**src/rtl/ddr2w_pkg.sv**
```systemverilog
`timescale 1ns/1ps
package ddr2w_pkg;
  localparam int BYTE_W     = 9;
  localparam int WBYTES     = 2;
  localparam int WORD_W     = BYTE_W * WBYTES;
  localparam int LINE_BYTES = 2 * WBYTES;
  localparam int LINE_W     = BYTE_W * LINE_BYTES;

  typedef enum logic [1:0] {CMD_NOP, CMD_RD, CMD_WR} cmd_e;

  // Overlay the enabled bytes of new_l on old_l.
  function automatic logic [LINE_W-1:0] merge_line(
    input logic [LINE_W-1:0]     old_l,
    input logic [LINE_W-1:0]     new_l,
    input logic [LINE_BYTES-1:0] be
  );
    logic [LINE_W-1:0] r;
    r = old_l;
    for (int i = 0; i < LINE_BYTES; i++) begin
      if (be[i]) r[i*BYTE_W +: BYTE_W] = new_l[i*BYTE_W +: BYTE_W];
    end
    return r;
  endfunction
endpackage

```
**src/rtl/ddr2w_phase.sv**
```systemverilog
`timescale 1ns/1ps
module ddr2w_phase (
  input  logic clk,
  input  logic rst_n,
  output logic k_edge_o
);
  logic ph_q, ph_d;

  always_comb ph_d = ~ph_q;

  always_ff @(posedge clk or negedge rst_n) begin
    if (!rst_n) ph_q <= 1'b0;
    else        ph_q <= ph_d;
  end

  assign k_edge_o = ~ph_q;
endmodule

```
**src/rtl/ddr2w_wpath.sv**
```systemverilog
`timescale 1ns/1ps
module ddr2w_wpath
  import ddr2w_pkg::*;
#(
  parameter int ADDR_W = 6
) (
  input  logic                  clk,
  input  logic                  rst_n,
  input  logic                  k_edge_i,
  input  logic                  wr_i,
  input  logic [ADDR_W-1:0]     addr_i,
  input  logic [WORD_W-1:0]     d_i,
  input  logic [WBYTES-1:0]     bw_n_i,
  output logic                  post_v_o,
  output logic [ADDR_W-1:0]     post_a_o,
  output logic [LINE_W-1:0]     post_d_o,
  output logic [LINE_BYTES-1:0] post_be_o,
  output logic                  commit_o
);
  logic                  s1_v_q, s1_v_d, s2_v_q, s2_v_d, pv_q, pv_d;
  logic [ADDR_W-1:0]     s1_a_q, s1_a_d, s2_a_q, s2_a_d, pa_q, pa_d;
  logic [WORD_W-1:0]     w0_q, w0_d;
  logic [WBYTES-1:0]     w0_be_q, w0_be_d;
  logic [LINE_W-1:0]     pd_q, pd_d;
  logic [LINE_BYTES-1:0] pbe_q, pbe_d;

  always_comb begin
    s1_v_d = s1_v_q;  s1_a_d = s1_a_q;
    s2_v_d = s2_v_q;  s2_a_d = s2_a_q;
    w0_d   = w0_q;    w0_be_d = w0_be_q;
    pv_d   = pv_q;    pa_d = pa_q;  pd_d = pd_q;  pbe_d = pbe_q;
    if (k_edge_i) begin
      s1_v_d = wr_i;
      s1_a_d = addr_i;
      s2_v_d = s1_v_q;
      s2_a_d = s1_a_q;
      if (s1_v_q) begin
        w0_d    = d_i;
        w0_be_d = ~bw_n_i;
      end
    end else if (s2_v_q) begin
      pv_d  = 1'b1;
      pa_d  = s2_a_q;
      pd_d  = {d_i, w0_q};
      pbe_d = {~bw_n_i, w0_be_q};
    end
  end

  always_ff @(posedge clk or negedge rst_n) begin
    if (!rst_n) begin
      s1_v_q <= 1'b0;
      s2_v_q <= 1'b0;
      pv_q   <= 1'b0;
    end else begin
      s1_v_q <= s1_v_d;
      s2_v_q <= s2_v_d;
      pv_q   <= pv_d;
    end
  end

  always_ff @(posedge clk) begin
    s1_a_q  <= s1_a_d;
    s2_a_q  <= s2_a_d;
    w0_q    <= w0_d;
    w0_be_q <= w0_be_d;
    pa_q    <= pa_d;
    pd_q    <= pd_d;
    pbe_q   <= pbe_d;
  end

  assign commit_o  = !k_edge_i && s2_v_q && pv_q;
  assign post_v_o  = pv_q;
  assign post_a_o  = pa_q;
  assign post_d_o  = pd_q;
  assign post_be_o = pbe_q;
endmodule

```
**src/rtl/ddr2w_array.sv**
```systemverilog
`timescale 1ns/1ps
module ddr2w_array
  import ddr2w_pkg::*;
#(
  parameter int ADDR_W = 6
) (
  input  logic                  clk,
  input  logic                  we_i,
  input  logic [ADDR_W-1:0]     wa_i,
  input  logic [LINE_W-1:0]     wd_i,
  input  logic [LINE_BYTES-1:0] wbe_i,
  input  logic [ADDR_W-1:0]     ra_i,
  input  logic                  byp_v_i,
  input  logic [ADDR_W-1:0]     byp_a_i,
  input  logic [LINE_W-1:0]     byp_d_i,
  input  logic [LINE_BYTES-1:0] byp_be_i,
  output logic [LINE_W-1:0]     rline_o
);
  localparam int DEPTH = 1 << ADDR_W;

  logic [LINE_W-1:0] mem [DEPTH];

  always_ff @(posedge clk) begin
    if (we_i) mem[wa_i] <= merge_line(mem[wa_i], wd_i, wbe_i);
  end

  always_comb begin
    if (byp_v_i && (byp_a_i == ra_i)) rline_o = merge_line(mem[ra_i], byp_d_i, byp_be_i);
    else                              rline_o = mem[ra_i];
  end
endmodule

```
**src/rtl/ddr2w_rpath.sv**
```systemverilog
`timescale 1ns/1ps
module ddr2w_rpath
  import ddr2w_pkg::*;
#(
  parameter int ADDR_W = 6
) (
  input  logic              clk,
  input  logic              rst_n,
  input  logic              k_edge_i,
  input  logic              rd_i,
  input  logic [ADDR_W-1:0] addr_i,
  input  logic [LINE_W-1:0] rline_i,
  output logic [ADDR_W-1:0] ra_o,
  output logic [WORD_W-1:0] q_o,
  output logic              q_oe_o
);
  logic              r1_v_q, r1_v_d, r2_v_q, r2_v_d, oe_q, oe_d;
  logic [ADDR_W-1:0] r1_a_q, r1_a_d, r2_a_q, r2_a_d;
  logic [WORD_W-1:0] q_q, q_d, hi_q, hi_d;

  always_comb begin
    r1_v_d = r1_v_q;  r1_a_d = r1_a_q;
    r2_v_d = r2_v_q;  r2_a_d = r2_a_q;
    oe_d   = oe_q;    q_d = q_q;  hi_d = hi_q;
    if (k_edge_i) begin
      r1_v_d = rd_i;
      r1_a_d = addr_i;
      r2_v_d = r1_v_q;
      r2_a_d = r1_a_q;
      oe_d   = r2_v_q;
      q_d    = r2_v_q ? rline_i[WORD_W-1:0] : '0;
      hi_d   = rline_i[LINE_W-1:WORD_W];
    end else if (oe_q) begin
      q_d = hi_q;
    end
  end

  always_ff @(posedge clk or negedge rst_n) begin
    if (!rst_n) begin
      r1_v_q <= 1'b0;
      r2_v_q <= 1'b0;
      oe_q   <= 1'b0;
      q_q    <= '0;
    end else begin
      r1_v_q <= r1_v_d;
      r2_v_q <= r2_v_d;
      oe_q   <= oe_d;
      q_q    <= q_d;
    end
  end

  always_ff @(posedge clk) begin
    r1_a_q <= r1_a_d;
    r2_a_q <= r2_a_d;
    hi_q   <= hi_d;
  end

  assign ra_o   = r2_a_q;
  assign q_o    = q_q;
  assign q_oe_o = oe_q;
endmodule

```
**src/rtl/ddr2w_sram.sv**
```systemverilog
`timescale 1ns/1ps
module ddr2w_sram
  import ddr2w_pkg::*;
#(
  parameter int ADDR_W = 6
) (
  input  logic              clk,
  input  logic              rst_n,
  input  logic              ld_n_i,
  input  logic              rw_i,
  input  logic [ADDR_W-1:0] addr_i,
  input  logic [WORD_W-1:0] d_i,
  input  logic [WBYTES-1:0] bw_n_i,
  output logic              k_phase_o,
  output logic [WORD_W-1:0] q_o,
  output logic              q_oe_o
);
  logic rs_meta, rs_n;
  logic k_edge;
  cmd_e cmd;
  logic                  post_v, commit;
  logic [ADDR_W-1:0]     post_a, ra;
  logic [LINE_W-1:0]     post_d, rline;
  logic [LINE_BYTES-1:0] post_be;

  // Reset asserts at once and is released on a clock edge.
  always_ff @(posedge clk or negedge rst_n) begin
    if (!rst_n) begin
      rs_meta <= 1'b0;
      rs_n    <= 1'b0;
    end else begin
      rs_meta <= 1'b1;
      rs_n    <= rs_meta;
    end
  end

  ddr2w_phase u_phase (.clk(clk), .rst_n(rs_n), .k_edge_o(k_edge));

  always_comb begin
    cmd = CMD_NOP;
    if (k_edge && !ld_n_i) cmd = rw_i ? CMD_RD : CMD_WR;
  end

  ddr2w_wpath #(.ADDR_W(ADDR_W)) u_wpath (
    .clk(clk), .rst_n(rs_n), .k_edge_i(k_edge), .wr_i(cmd == CMD_WR),
    .addr_i(addr_i), .d_i(d_i), .bw_n_i(bw_n_i),
    .post_v_o(post_v), .post_a_o(post_a), .post_d_o(post_d),
    .post_be_o(post_be), .commit_o(commit)
  );

  ddr2w_array #(.ADDR_W(ADDR_W)) u_array (
    .clk(clk), .we_i(commit), .wa_i(post_a), .wd_i(post_d), .wbe_i(post_be),
    .ra_i(ra), .byp_v_i(post_v), .byp_a_i(post_a), .byp_d_i(post_d),
    .byp_be_i(post_be), .rline_o(rline)
  );

  ddr2w_rpath #(.ADDR_W(ADDR_W)) u_rpath (
    .clk(clk), .rst_n(rs_n), .k_edge_i(k_edge), .rd_i(cmd == CMD_RD),
    .addr_i(addr_i), .rline_i(rline), .ra_o(ra), .q_o(q_o), .q_oe_o(q_oe_o)
  );

  assign k_phase_o = k_edge;
endmodule

```
**config.mk**
```make
export PLATFORM = sky130hd
export DESIGN_NAME = ddr2w_sram
export DESIGN_NICKNAME = d
export VERILOG_FILES = /design/src/rtl/ddr2w_pkg.sv /design/src/rtl/ddr2w_phase.sv /design/src/rtl/ddr2w_wpath.sv /design/src/rtl/ddr2w_array.sv /design/src/rtl/ddr2w_rpath.sv /design/src/rtl/ddr2w_sram.sv
export SDC_FILE = /design/constraint.sdc
export NUM_CORES = 2
export LEC_CHECK = 0
export ABC_CLOCK_PERIOD_IN_PS = 1600
export CORE_UTILIZATION = 30
export DETAILED_ROUTE_END_ITERATION = 8
export DONT_BUFFER_PORTS = 1
export SLEW_MARGIN = 20
export SYNTH_ARGS = -nofsm -noshare
export SYNTH_HDL_FRONTEND = slang
export SYNTH_SLANG_ARGS = --single-unit
```
**constraint.sdc**
```tcl
create_clock -name clk -period 1.6 [get_ports clk]
set_clock_uncertainty 0.1 [all_clocks]
set_input_delay 0 -clock clk [delete_from_list [all_inputs] [get_ports clk]]
set_output_delay 0 -clock clk [all_outputs]
set_load 0.05 [all_outputs]
```
Word level (Yosys, flattened, before mapping)
Memories as Yosys holds them, arrays and structs flattened. A register that Yosys moved wholly into a read port is not among the register bits.
Index checks and enable logic that the tools add are counted.
{"block": "classes", "eq_ne": 8, "n_mux": 21, "bitwise": 2, "n_reduce_logical": 11}
{"op": "2-to-1 mux 9 bit", "n": 12}
{"op": "2-to-1 mux 18 bit", "n": 3}
{"op": "2-to-1 mux 36 bit", "n": 1}
{"op": "AND reduction 2 bit", "n": 6}
{"op": "inequality test 2 bit (second input constant)", "n": 4}
{"op": "equality test 6 bit", "n": 1}
{"op": "2-to-1 mux 6 bit", "n": 1}
{"op": "logical AND 1 bit", "n": 4}
{"op": "2-to-1 mux 2 bit", "n": 2}
{"op": "equality test 2 x 1 -> 1 bit (second input constant)", "n": 1}
{"op": "equality test 2 bit (second input constant)", "n": 1}
{"op": "2-to-1 mux 1 bit", "n": 2}
{"op": "inequality test 2 x 1 -> 1 bit (second input constant)", "n": 1}
{"op": "inverter 2 bit", "n": 1}
{"op": "zero test 1 bit", "n": 1}
{"op": "inverter 1 bit", "n": 1}
{"block": "totals", "out_inout_bits": 20, "wordCells": 61, "ramBits": 2304, "ff_bits": 123, "mem_count": 1, "input_bits": 30}
{"name": "u_array.mem", "words": 64, "word_bits": 36, "read_ports": 1, "rd_clocked_by_memory_dff": 1, "write_ports": 1, "line": "ddr2w_array.sv:21", "source": "logic [LINE_W-1:0] mem [DEPTH];"}

Depth between registers and ports, before layout
{"block": "depth", "depth_word": 5, "depth_mapped": 11, "depth_no_buf": 6}

Modules after synthesis
A second synthesis with hierarchy kept.
{"block": "unflattened", "hier_cells": 5046, "hier_area_um2": 94815.9}
{"module": "ddr2w_array", "cells_per_inst": 4851, "instances": 1, "area_per_inst_um2": 90286.6, "seq_area_each_um2": 69186.4}
{"module": "ddr2w_wpath", "cells_per_inst": 90, "instances": 1, "area_per_inst_um2": 2481.1, "seq_area_each_um2": 2417.3}
{"module": "ddr2w_rpath", "cells_per_inst": 98, "instances": 1, "area_per_inst_um2": 1944.4, "seq_area_each_um2": 1426.4}
{"module": "ddr2w_sram", "cells_per_inst": 5, "instances": 1, "area_per_inst_um2": 75.1, "seq_area_each_um2": 50.0}
{"module": "ddr2w_phase", "cells_per_inst": 2, "instances": 1, "area_per_inst_um2": 28.8, "seq_area_each_um2": 25.0}

Least setup slack after synthesis
No wires, ideal clock.
{"block": "synth_timing", "path_type": "reg2reg", "start": "register with a tool-made name", "end": "register u_rpath.hi_q[10] (data pin)", "period_less_slack_ns": 3.054, "t_required_ns": 1.239, "stages_incl_launch_ff": 7, "path_buffers": 2, "arrival_time_ns": 2.693, "setup_ns": 0.261, "slack_ns": -1.454, "path_cell_list": "dfxtp_1 buf_2 buf_1 mux4_2 mux4_2 mux4_2 mux2_2"}
{"item": "end signal, assigned", "line": "ddr2w_rpath.sv:55", "source": "hi_q <= hi_d;"}
{"item": "end, declared", "line": "ddr2w_rpath.sv:19", "source": "logic [WORD_W-1:0] q_q, q_d, hi_q, hi_d;"}

==> flow_metrics.py <==
metrics = {
    "die": {
        "core-area_um2": 309000,
        "start_util_pct": 30.2,
        "dieWidth_um": 559,
        "fp.dieArea_um2": 313000,
        "io_pins": 50,
        "rows": 204,
        "die_h_um": 559,
    },
    "critical_path": {
        "rrSetupSlack_ns": -1.49,
        "cp_data_arrival_time_ns": 3.60,
        "critPathLaunchType": "flop",
        "required_ns": 2.12,
        "worstSetupEndpointType": "flop",
        "crit_path_max_fanout": 6,
        "worstSetupPathType": "reg2reg",
    },
    "final_layout": {
        "area_growth_pct": 29.6,
        "fin_cells": 9338,
        "fin_nets": 5050,
        "drive_gt1_share_pct": 44.5,
        "fin_util_pct": 39.1,
        "fillers": 27200,
    },
    "detailed_routing": {
        "drc": 16,
        "dr.pass1.iters": 7,
        "route.detailed.wl_per_inst_um": 28.2,
        "wl_um": 263000,
        "vias": 47400,
        "ant_nets": 0,
        "drt_iter0_drc": 5836,
        "via_per_inst": 5.08,
    },
    "synth": {
        "synth_top_area_share_pct": 77.4,
        "synthDistinctLibCells": 42,
        "syn_area_um2": 93100,
        "yosys_warnings": 0,
        "yosysMostFrequentCell": "edfxtp_1",
        "ys_seq_area_share_pct": 78.2,
        "netlist_top_cells_count": "2,400 x edfxtp_1, 704 x mux4_2, 264 x nor2_1",
        "synth_edf_count": 2400,
        "synth_fp_nets": 4028,
        "syn_avg_cell_area_um2": 23.3,
        "synth-async-reset-ratio_pct": 1.11,
        "ys_ff_latch": 2433,
        "syn_inst": 3998,
        "synthFlopType": "edfxtp_1",
        "synth.area.top_cells": "edfxtp_1 77%, mux4_2 17%, nor2_1 1.1%",
        "synth_top_cell_by_area": "edfxtp_1",
    },
    "clocking": {
        "cts_tree": "built",
        "clockBufferDepth": 3,
        "numCtsBuffers": 231,
        "clk_pin_slew_ns": 0.06,
        "cts-root-buf": "clkbuf_16",
        "clock_sinks": 2433,
        "h-tree-depth": 4,
        "worst_skew_pair.late_latency_ns": 0.88,
    },
    "sta": {
        "hold_viol": 0,
        "period_share_pct": 193,
        "slew_violations": 0,
        "setup_viol_count_final": 2402,
        "rsz0062_at_grt": "true",
        "timing.hold.ws_ns": 0.118,
        "slew_headroom_pct": 43.3,
        "worst_slack_ns": -1.49,
        "post-route-min-period_ns": 3.09,
        "fmax_ghz": 0.324,
        "tightest_slew_ns": 0.850,
    },
    "global_route": {
        "grt_max_degree": 66,
        "grt_pass1_wl_um": 358000,
        "globalRouteOverflowTotal": 0,
        "grt_antenna_before_repair": 8,
        "first_global_vias": 47100,
        "grt_use_total_pct": 16.0,
    },
    "power": {
        "powerDensity_nw_per_um2": 1050,
        "p_leak_nw": 38.3,
        "ir_worst_vdd_uv": 965,
    },
    "min_path": {
        "hold_path.class": "reg2async",
    },
    "place": {
        "port_buffers": 0,
        "gp_congestion": 0.919,
        "dp.cells": 8639,
        "dp_hpwl_um": 166000,
    },
    "status": {
        "failed_checks": "design-rule violations, negative setup slack",
        "status": "finished with violations",
    },
    "run": {
        "maxCapViolations": 0,
    },
}
placed cells by master (no fill, tap or decap), types with 36 or more instances in the layout:
| cell | instances |
|---|---|
| buf_16 | 42 |
| clkinv_2 | 36 |
| clkinv_1 | 43 |
| buf_4 | 392 |
| buf_12 | 296 |
| edfxtp_1 | 2400 |
| nor2_4 | 132 |
| nand2_1 | 46 |
| mux4_2 | 704 |
| dlygate4sd3_1 | 59 |
| nor2_1 | 97 |
| clkbuf_1 | 59 |
| buf_6 | 167 |
| clkbuf_16 | 249 |
worst paths after layout:
| kind | start | endpoint | depth (start not counted) |
|---|---|---|---|
| max | flop | u_rpath.hi_q[1] | 8 |
| min | rs_n | u_rpath.q_o[4] | 0 |
| max reg2reg | flop | u_rpath.hi_q[1] | 8 |
| min reg2reg | rs_n | u_rpath.q_o[4] | 0 |
| max in group asynchronous | rs_n | u_phase.ph_q | 1 |
| min in group clk | d_i[10] | u_wpath.w0_q[10] | 2 |
cells by family after synthesis:
group,after synthesis,synth area share (%)
DFF,2433,78.2
muxes,769,17.8
and+or+nand+nor,436,1.95
buffers and inverters,223,1.03
AOI/OAI and AO/OA,130,0.979
xor gates and xnor gates,6,0.0564
other,1,0.00403
metal layers:
metal / share of wire, % / up-vias / wire length [um] / track usage (%)
li1: - / 19100 / - / -
met3: 7.9 / 385 / 20700 / 3.54
met1: 40 / 25800 / 106000 / 21.6
met4: 2.6 / 0 / 6770 / 3.62
met2: 49 / 2166 / 130000 / 26.5
met5: 0 / - / 0 / 0
through the flow:
stage                     area [um2]  TNS [ns]  setup WS, ns  total power, mW
after CTS                     118000  -1048.59         -1.49              127
after floorplan                94200   -980.60         -1.15             71.7
after global placement        107000  -1125.77         -1.74             72.4
final                         121000  -1342.68         -1.49              126
after global routing          121000  -1438.17         -1.53              130
after detailed placement      107000  -1113.44         -1.75             72.5
critical path, stage by stage (launching register included):
cell	delay, ns
dfxtp_4	0.38
buf_12	0.13
buf_16	0.14
buf_12	0.14
buf_12	0.13
mux4_2	0.55
mux4_2	0.51
mux4_2	0.47
mux2_4	0.27
power breakdown:
group          internal [mW]  switching (mW)  leakage [nW]  total, mW
clock network           31.1            23.8          3.68       54.9
logic                  0.450            1.07          12.6       1.52
registers               69.7           0.199          22.0       69.9
flip-flops by register name, indices dropped and copies added (netlist names), 2 cells and up, named ones only:
signal	cells
u_wpath.w0_q	18
u_wpath.w0_be_q	2
u_rpath.r1_a_q	6
u_wpath.post_d_o	36
u_array.mem	2304
u_rpath.hi_q	18
u_rpath.q_o	18
u_wpath.post_a_o	6
u_wpath.s2_a_q	6
u_wpath.post_be_o	4
area by class of cell:
cell class	instances	area, um2	share of cell area (%)
multi-input combinational	1342	21600	17.9
timing repair buffer	1007	13400	11.1
tap	4120	5150	4.27
clock inverter	134	1510	1.25
sequential	2433	72900	60.4
inverter	5	22.5	0.0187
clock buffer	296	6110	5.06
antenna	1	2.50	0.00207
timing repair:
item                                    4_1_cts  5_1_grt
cloned                                       39       43
hold buffers                                 59        0
gates resized for setup                     345      408
pin swaps                                    32       48
buffers inserted                             92       49
endpoints found under the setup margin     2396     2402
hold endpoints to repair                     50        0
No activity file was read; power rests on OpenSTA's default activity.
